`src/rtl/pt_xlate.sv`:
```
module pt_xlate #(
  parameter int VA_W    = 16,
  parameter int OFF_W   = 8,
  parameter int PFN_W   = 8,
  parameter int ASID_W  = 4,
  parameter int MA_W    = 16,
  parameter int ENTRIES = 4
) (
  input  logic                   clk,
  input  logic                   rst_n,
  input  logic                   req_valid,
  input  logic [VA_W-1:0]        req_vaddr,
  output logic                   req_ready,
  output logic                   rsp_valid,
  output logic [PFN_W+OFF_W-1:0] rsp_paddr,
  output logic [1:0]             rsp_code,
  output logic                   mem_rd_valid,
  output logic [MA_W-1:0]        mem_rd_addr,
  input  logic                   mem_rd_done,
  input  logic [PFN_W:0]         mem_rd_data,
  input  logic                   cfg_base_we,
  input  logic [MA_W-1:0]        cfg_base,
  input  logic                   cfg_len_we,
  input  logic [VA_W-OFF_W:0]    cfg_len,
  input  logic                   cfg_asid_we,
  input  logic [ASID_W-1:0]      cfg_asid,
  input  logic                   flush_all,
  input  logic                   flush_asid,
  input  logic [ASID_W-1:0]      flush_id
);
  localparam int VPN_W = VA_W - OFF_W;
  localparam int PA_W  = PFN_W + OFF_W;
  localparam int IDX_W = (ENTRIES > 1) ? $clog2(ENTRIES) : 1;

  logic [ENTRIES-1:0] e_vld;
  logic [VPN_W-1:0]   e_vpn  [ENTRIES];
  logic [ASID_W-1:0]  e_asid [ENTRIES];
  logic [PFN_W-1:0]   e_pfn  [ENTRIES];

  logic [MA_W-1:0]    base_q;
  logic [VPN_W:0]     len_q;
  logic [ASID_W-1:0]  asid_q;
  logic               busy;
  logic [VPN_W-1:0]   pend_vpn;
  logic [OFF_W-1:0]   pend_off;
  logic [IDX_W-1:0]   rr;

  wire [VPN_W-1:0] req_vpn = req_vaddr[VA_W-1:OFF_W];
  wire [OFF_W-1:0] req_off = req_vaddr[OFF_W-1:0];
  wire             accept  = req_valid && !busy;
  wire             len_bad = {1'b0, req_vpn} >= len_q;
  wire             fill_ok = busy && mem_rd_done && mem_rd_data[PFN_W];

  logic [ENTRIES-1:0] hit_vec;
  logic [PFN_W-1:0]   hit_pfn;
  logic [IDX_W-1:0]   victim;
  logic               has_free;

  for (genvar g = 0; g < ENTRIES; g++) begin : g_match
    assign hit_vec[g] = e_vld[g] && e_vpn[g] == req_vpn && e_asid[g] == asid_q;
  end

  always_comb begin
    hit_pfn  = '0;
    victim   = rr;
    has_free = 1'b0;
    for (int i = 0; i < ENTRIES; i++) begin
      if (hit_vec[i]) hit_pfn = hit_pfn | e_pfn[i];
      if (!e_vld[i] && !has_free) begin
        victim   = IDX_W'(i);
        has_free = 1'b1;
      end
    end
  end

  assign req_ready    = !busy;
  assign mem_rd_valid = busy;

  always_ff @(posedge clk or negedge rst_n) begin
    if (!rst_n) begin
      base_q      <= '0;
      len_q       <= '0;
      asid_q      <= '0;
      busy        <= 1'b0;
      rsp_valid   <= 1'b0;
      rsp_paddr   <= '0;
      rsp_code    <= 2'd0;
      mem_rd_addr <= '0;
      pend_vpn    <= '0;
      pend_off    <= '0;
      rr          <= '0;
      e_vld       <= '0;
    end else begin
      rsp_valid <= 1'b0;
      if (cfg_base_we) base_q <= cfg_base;
      if (cfg_len_we)  len_q  <= cfg_len;
      if (cfg_asid_we) asid_q <= cfg_asid;
      if (accept) begin
        if (|hit_vec) begin
          rsp_valid <= 1'b1;
          rsp_code  <= 2'd0;
          rsp_paddr <= {hit_pfn, req_off};
        end else if (len_bad) begin
          rsp_valid <= 1'b1;
          rsp_code  <= 2'd1;
          rsp_paddr <= '0;
        end else begin
          busy        <= 1'b1;
          mem_rd_addr <= base_q + MA_W'(req_vpn);
          pend_vpn    <= req_vpn;
          pend_off    <= req_off;
        end
      end
      if (busy && mem_rd_done) begin
        busy      <= 1'b0;
        rsp_valid <= 1'b1;
        rsp_code  <= mem_rd_data[PFN_W] ? 2'd0 : 2'd2;
        rsp_paddr <= mem_rd_data[PFN_W] ? {mem_rd_data[PFN_W-1:0], pend_off} : '0;
      end
      for (int i = 0; i < ENTRIES; i++)
        if (flush_all || (flush_asid && e_asid[i] == flush_id)) e_vld[i] <= 1'b0;
      if (fill_ok) begin
        e_vld[victim] <= 1'b1;
        if (!has_free) rr <= (rr == IDX_W'(ENTRIES-1)) ? '0 : rr + 1'b1;
      end
    end
  end

  always_ff @(posedge clk) begin
    if (fill_ok) begin
      e_vpn[victim]  <= pend_vpn;
      e_asid[victim] <= asid_q;
      e_pfn[victim]  <= mem_rd_data[PFN_W-1:0];
    end
  end

  p_hit_unique_r2: assert property (@(posedge clk) disable iff (!rst_n)
    $onehot0(hit_vec));

  p_hit_next_cycle_r1: assert property (@(posedge clk) disable iff (!rst_n)
    accept && |hit_vec |=> rsp_valid && rsp_code == 2'd0 && !mem_rd_valid);

  p_len_no_fetch_r3: assert property (@(posedge clk) disable iff (!rst_n)
    accept && !(|hit_vec) && len_bad |=> rsp_valid && rsp_code == 2'd1 && !mem_rd_valid);

  p_addr_held_r4: assert property (@(posedge clk) disable iff (!rst_n)
    mem_rd_valid && !mem_rd_done |=> mem_rd_valid && $stable(mem_rd_addr));

  p_no_accept_busy_r4: assert property (@(posedge clk) disable iff (!rst_n)
    mem_rd_valid |-> !req_ready);

  p_invalid_fault_r5: assert property (@(posedge clk) disable iff (!rst_n)
    mem_rd_valid && mem_rd_done && !mem_rd_data[PFN_W] |=> rsp_valid && rsp_code == 2'd2);
endmodule

```
`config.mk`:
```
export PLATFORM = sky130hd
export DESIGN_NAME = pt_xlate
export DESIGN_NICKNAME = d
export VERILOG_FILES = /design/src/rtl/pt_xlate.sv
export SDC_FILE = /design/constraint.sdc
export NUM_CORES = 1
export LEC_CHECK = 0
export CAP_MARGIN = 20
export CORE_ASPECT_RATIO = 0.7
export CORE_UTILIZATION = 59
export DETAILED_ROUTE_END_ITERATION = 10
export PLACE_DENSITY = 0.93
export SLEW_MARGIN = 15
export SYNTH_ARGS = -nofsm -noshare
export SYNTH_HDL_FRONTEND = slang
export SYNTH_SLANG_ARGS = --single-unit
```
`constraint.sdc`:
```
create_clock -name clk -period 5 [get_ports clk]
set_input_delay 0.75 -clock clk [delete_from_list [all_inputs] [get_ports clk]]
set_output_delay 0.75 -clock clk [all_outputs]
set_load 0.01 [all_outputs]
```
* Yosys cells after proc, flatten, opt, wreduce, memory -nomap -nowiden
Memory sizes are Yosys's and may differ from the RTL's.
Index checks and enable logic that the tools add are counted.
** Word-level totals
- Register bits :: 87
- Bits in writable memories :: 80
- Bits of input ports :: 67
- Word-level logic and storage cells :: 118
- Memories kept :: 3
** Operators by class
- $add $sub $neg :: 2
- Magnitude comparators :: 3
- Equality and inequality tests :: 15
- Muxes and demuxes :: 40
- Bitwise logic cells :: 7
- Reductions and logical operators :: 36
** Memory list
- e_pfn :: depth 4, bits a word 8, read ports 4, clocked after Yosys merged registers in 0, wr ports 1, line 38 : logic [PFN_W-1:0] e_pfn [ENTRIES];
- e_vpn :: depth 4, bits a word 8, read ports 4, clocked after Yosys merged registers in 0, wr ports 1, line 36 : logic [VPN_W-1:0] e_vpn [ENTRIES];
- e_asid :: depth 4, bits a word 4, read ports 4, clocked after Yosys merged registers in 0, wr ports 1, line 37 : logic [ASID_W-1:0] e_asid [ENTRIES];
** Operators by type and width (number)
- two-way mux 16 bit :: 5
- equality test 4 bit :: 8
- equality test 8 bit :: 4
- two-way mux 8 bit :: 4
- OR 8 bit :: 3
- two-way mux 2 bit :: 10
- logical AND 1 bit :: 19
- two-way mux 1 bit :: 19
- adder 16 x 8 -> 16 bit :: 1
- greater-or-equal comparator 8 x 9 -> 1 bit :: 1
- logical NOT 1 bit :: 6
- AND reduction 3 bit :: 2
- logical OR 1 bit :: 4
- two-way mux 4 bit :: 1
- inequality test 2 x 1 -> 1 bit, second input constant :: 2
- OR 4 bit :: 1
- AND reduction 2 bit :: 2
- OR reduction 4 bit :: 1
- less-than comparator 2 x 3 -> 1 bit, second input constant :: 1
- inverter 1 bit :: 3
- nonzero test 3 bit :: 1
- adder 2 x 1 -> 2 bit, second input constant :: 1
- demux 1 bit (select 2 bit) :: 1
- equality test 2 bit, second input constant :: 1
- 2 further kinds :: 2

* Depth between registers and ports, before layout
- Depth in word-level cells :: 15
- Mapped depth :: 10

* Worst setup path before layout
Ideal clock, no wire load.
- Kind :: input to register
- Start point :: input port req_vaddr[8]
- End point :: register pend_vpn[0]
- Library setup time :: 125 ps
- Arrival time :: 2707 ps
- Data required time :: 4875 ps
- Setup slack :: 2168 ps
- Stages :: 10
- Buffers on the path :: 2
- Cell sequence :: buf_2 inv_1 ha_1 nor2_1 a21oi_1 o31ai_1 a311oi_1 nor3_2 buf_4 mux2_2
** On the way
- Longest elaborated chain between the ends :: 6
** Ends and longest elaborated chain
- from (decl) :: line 12 : input logic [VA_W-1:0] req_vaddr,
- branches (longest 6 deep; another with greater-or-equal comparator 8 x 9 -> 1 bit)
- to (signal assigned) :: line 110 : pend_vpn <= req_vpn;
- to (decl) :: line 44 : logic [VPN_W-1:0] pend_vpn;
Parallel ways; which one is timed is not known.
A chain may end at the register's enable or synchronous reset.

* Worst setup path after layout
- Start point :: input port req_vaddr[8]
- End point :: register pend_vpn[1]
** On the way
- Longest elaborated chain between the ends :: 6
** Ends and longest elaborated chain
- branches (longest 5 deep; another with greater-or-equal comparator 8 x 9 -> 1 bit)
- AND reduction 3 bit (no line) (*)
Every way passes the cells marked *.

==> flow_results.org <==
** Power and ir drop
- The analysis attributes to net switching a power of 0.001061 W.
- In this run switching power makes up 27.66% of total power.
- Combinational logic is responsible for 21.7% of the overall power.
- For this design the static power due to leakage is 3.562 nW.
- Across the VDD grid, the largest voltage drop is 0.3066 mV.
- PD cells :: 411.2 nW/um2
- Internal :: 0.002774 W
- The share of total power dissipated in sequential elements is 47.3%.
- The clock network is responsible for 31.0% of the overall power.

** Detailed routing
- Total number of vias :: 5,103
- After detailed routing, the number of remaining DRC violations is 0.
- The final layout contains routed wiring with a total length of 17,860 um.
- Dividing the detail-routed via count by the number of cells gives 6.082.
- The first detailed-routing pass ran for 5 iterations.
- The count of nets left with antenna violations once routing finished came out at 0.
- In this run, the number of DRC markers left after iteration 0 of detailed routing was 395.
- Dividing the detail-routed wire length by the instance count gives 21.29 um.

** Die
- Row Count :: 34
- Ports placed on the boundary :: 104
- Total Die Area :: 13,350 um2
- For this configuration, the core starts out at a cell density of 60.77%.
- From bottom edge to top edge, the die measures 96.97 um.
- The die is 137.7 um wide.
- In this run the standard cell core region covers 12,510 um2.

** GRT
- Initial antenna violation count :: 0
- Across every metal layer, demand over resource in global routing totals 28.70%.
- GR Overflow Total :: 0
- Global-route wire length before repair :: 28,120 um
- Met1 GRT Util :: 39.62%
- Largest net degree at the start of global routing :: 61
- Vias in the first global route :: 5,261
- Global routing used 43.18% of the available met2 tracks.
- Global routing used 7.757% of the available met3 tracks.
- After global routing, the most crowded layer is met2.

** Clock network
- After clock tree synthesis, the clock-pin slew on the worst setup and hold paths is 0.07 ns.
- Clock tree from TritonCTS :: built
- In this run the number of H-tree levels came out at 4.
- Counting the buffers created by CTS gives 17.
- Clock latency on the worst-skew pair, taken at its later pin, is 0.42 ns.
- Buffers added to address setup during post-CTS repair amount to 0.
- The clock passes through at most 2 buffers.
- The cell sitting at the root of the clock tree is a sky130_fd_sc_hd__clkbuf_16.
- CTS Hold Buffers Added :: 0
- Post-CTS repair changed the size of 0 cells.
- Num Clock Sinks :: 167

** STA
- The max-slew violation count is 0.
- Minimum clock period after layout :: 3.757 ns
- For this run, the top clock speed supported by timing is 0.2662 GHz.
- Final cycle utilization of the critical path :: 75.13%
- Post-Route Skew :: 0.008484 ns
- Setup violations remaining at the end of the flow were counted as 0.
- Setup TNS after final layout :: 0 ns
- The worst path meets setup with 1.243 ns of slack.
- Count of endpoints failing hold in the final timing report :: 0
- Slew of the pin with the lowest slew margin :: 0.8311 ns
- Measured against its own limit, the worst slew margin works out to 43.72%.
- Setup repair after global routing left no endpoint under its margin.

** Critical path
- FF-to-FF path depth :: 8
- Startpoint class of the critical path :: input pin
- The largest single stage delay on the critical path is 0.67 ns.
- Data arrives at the worst endpoint at 4.06 ns.
- Of all nets on the critical path, the largest fanout is 25.
- The worst setup path is captured at a flip-flop.
- Required time worst endpoint :: 5.30 ns
- In this design, the critical path's most frequently occurring cell is sky130_fd_sc_hd__buf_4.
- Critical path, cell by cell :: clkdlybuf4s50_1 -> inv_1 -> ha_1 -> nor2_1 -> a21oi_1 -> o31ai_1 -> a311oi_1 -> buf_4 -> nor3_4 -> buf_4 -> mux2_2
- Critical path type :: in -> reg
- The slowest stage of the critical path is the sky130_fd_sc_hd__clkdlybuf4s50_1 cell.

** Synthesis
- Most used DFF post-synth :: sky130_fd_sc_hd__dfrtp_1
- Fraction of registers with async set/reset :: 52.10%
- During synthesis, Yosys emitted a total of 0 warnings.
- Sequential cell area fraction in the yosys report :: 60.25%
- Number of distinct standard cells referenced by the synthesized netlist :: 51
- Count of state elements after synthesis :: 167
- The number of nets handed over by synthesis was 640.
- A synthesized cell averages 13.70 um2.
- Number of enable flip-flop cells after synthesis :: 80
- After technology mapping, the gate count stands at 555.
- Summing every instance area after synthesis gives 7601 um2.

** Run
- Across the run, the number of max-cap violations was 0.

** Cells and area
- Fillcell total :: 769
- The area growth from synthesis to layout is 22.68%.
- After the last flow step, the layout net total stands at 749.
- Once layout is done, the placed cells without fillers occupy 9325 um2.
- Share of cells above drive strength 1 :: 17.13%
- Area taken by flip-flops and latches :: 4579 um2
- Most common cell after layout, fill and taps aside :: sky130_fd_sc_hd__clkdlybuf4s50_1
- In the final layout, the multi-input gates occupy 2791 um2.
- Leaving out fill and tap cells, the most frequent cells in the layout are sky130_fd_sc_hd__clkdlybuf4s50_1, sky130_fd_sc_hd__dfrtp_1, sky130_fd_sc_hd__edfxtp_1.
- Antenna Diode Count :: 0

** Place
- The placed instances occupy a cell area of 8793 um2.
- Routability-driven placement finished with a final weighted congestion of 0.8668.
- Input and output buffers added on the ports amount to 103.
- The wire-length estimate of the detail-placed layout is 12,360 um.
- Worst slack after detailed placement :: 0.9491 ns

** Worst hold path
- The path class of the tightest hold or removal check is in -> async.

** Run status
- The flow ran to the end, and the final reports show no timing, DRC or antenna violations.
-- worst max-delay path: cells and delay by family --
kind | cells | cell delay (ns)
adders and majority gates | 1 | 0.31
AOI/OAI and AO/OA | 3 | 0.59
muxes | 1 | 0.40
and+or+nand+nor | 2 | 0.48
buffers and inverters | 4 | 1.48
-- registers in the layout, indices dropped and copies added, names as in the netlist, 9 cells and up --
name,flops
base_q,16
e_pfn,32
e_vpn,32
len_q,9
mem_rd_addr,16
e_asid,16
rsp_paddr,16
-- kinds of logic after synthesis --
family          synth area share, %
compound gates                8.461
xor+xnor                      8.988
fa+ha+maj                     3.062
buf+inv                       3.111
flops                         60.25
mux                           9.300
simple gates                  6.831
-- through the flow --
step / utilization [%] / hold WS [ns] / total power (W) / cells
floorplan: - / 0.4544 / 0.002227 / 555
global route: 74.56 / 0.2677 / 0.003978 / 839
finish: 74.56 / 0.2512 / 0.003834 / 839
CTS: 74.56 / 0.2511 / 0.003840 / 839
detailed placement: 70.31 / 0.4956 / 0.002654 / 807
global placement: 70.31 / 0.4724 / 0.002606 / 807
-- routing by layer --
metal  up-vias  wire [um]
li1       2256          -
met3        42       1516
met5         -          0
met1      2539       7608
met2       266       8314
met4         0        421
-- layout make-up --
class                   count  share of cell area, %
well taps                 162                  2.174
inverters                  27                  1.087
flip-flops and latches    167                  49.11
clock buffers              18                  4.602
repair buffers            115                  12.00
multi-input cells         336                  29.93
clock inverters            14                  1.100
-- cells in the mapped netlist, drive strengths merged, types with 2 or more instances --
| cell | n | area share [%] |
|---|---|---|
| a2111oi | 8 | 1.1 |
| a32o | 8 | 1.1 |
| and2 | 3 | 0.25 |
| nor2 | 8 | 0.40 |
| a211oi | 3 | 0.30 |
| nand2 | 28 | 1.4 |
| ha | 17 | 2.8 |
| or2 | 3 | 0.25 |
| mux2i | 2 | 0.26 |
| nand3b | 4 | 0.40 |
| nor3 | 8 | 0.66 |
| nor2b | 2 | 0.16 |
| o21ai | 13 | 0.86 |
| nand3 | 7 | 0.46 |
| a21o | 3 | 0.30 |
| buf | 17 | 1.4 |
| a21oi | 17 | 1.1 |
| inv | 27 | 1.3 |
| nor4 | 14 | 1.5 |
| nand4 | 8 | 0.66 |
| xor2 | 18 | 2.1 |
| xnor2 | 60 | 6.9 |
| dfrtp | 87 | 29 |
| mux2 | 61 | 9.0 |
| nand2b | 3 | 0.25 |
| o21bai | 2 | 0.20 |
| clkbuf | 8 | 0.40 |
| o211ai | 2 | 0.20 |
| a22o | 16 | 1.8 |
| and3 | 3 | 0.25 |
| edfxtp | 80 | 32 |
| o31ai | 3 | 0.48 |
-- power groups by stage --
stage	clock network [W]	logic (W)	registers [W]
finish	0.00119	0.000831	0.00181
CTS	0.00120	0.000831	0.00181
detailed placement	0	0.000820	0.00183
floorplan	0	0.000380	0.00185
global placement	0	0.000788	0.00182
global route	0.00125	0.000895	0.00184
-- worst paths after layout --
check                                to    startpoint  slack [ns]
setup reg to reg            pend_vpn[1]     asid_q[2]        1.81
min in group clk           rsp_paddr[1]  rsp_paddr[1]        0.50
max in group asynchronous   pend_vpn[0]         rst_n        3.62
hold / removal             rsp_paddr[0]         rst_n        0.25
hold reg to reg            rsp_paddr[1]  rsp_paddr[1]        0.50
setup / recovery            pend_vpn[1]  req_vaddr[8]        1.24
No activity file was read; power rests on OpenSTA's default activity.
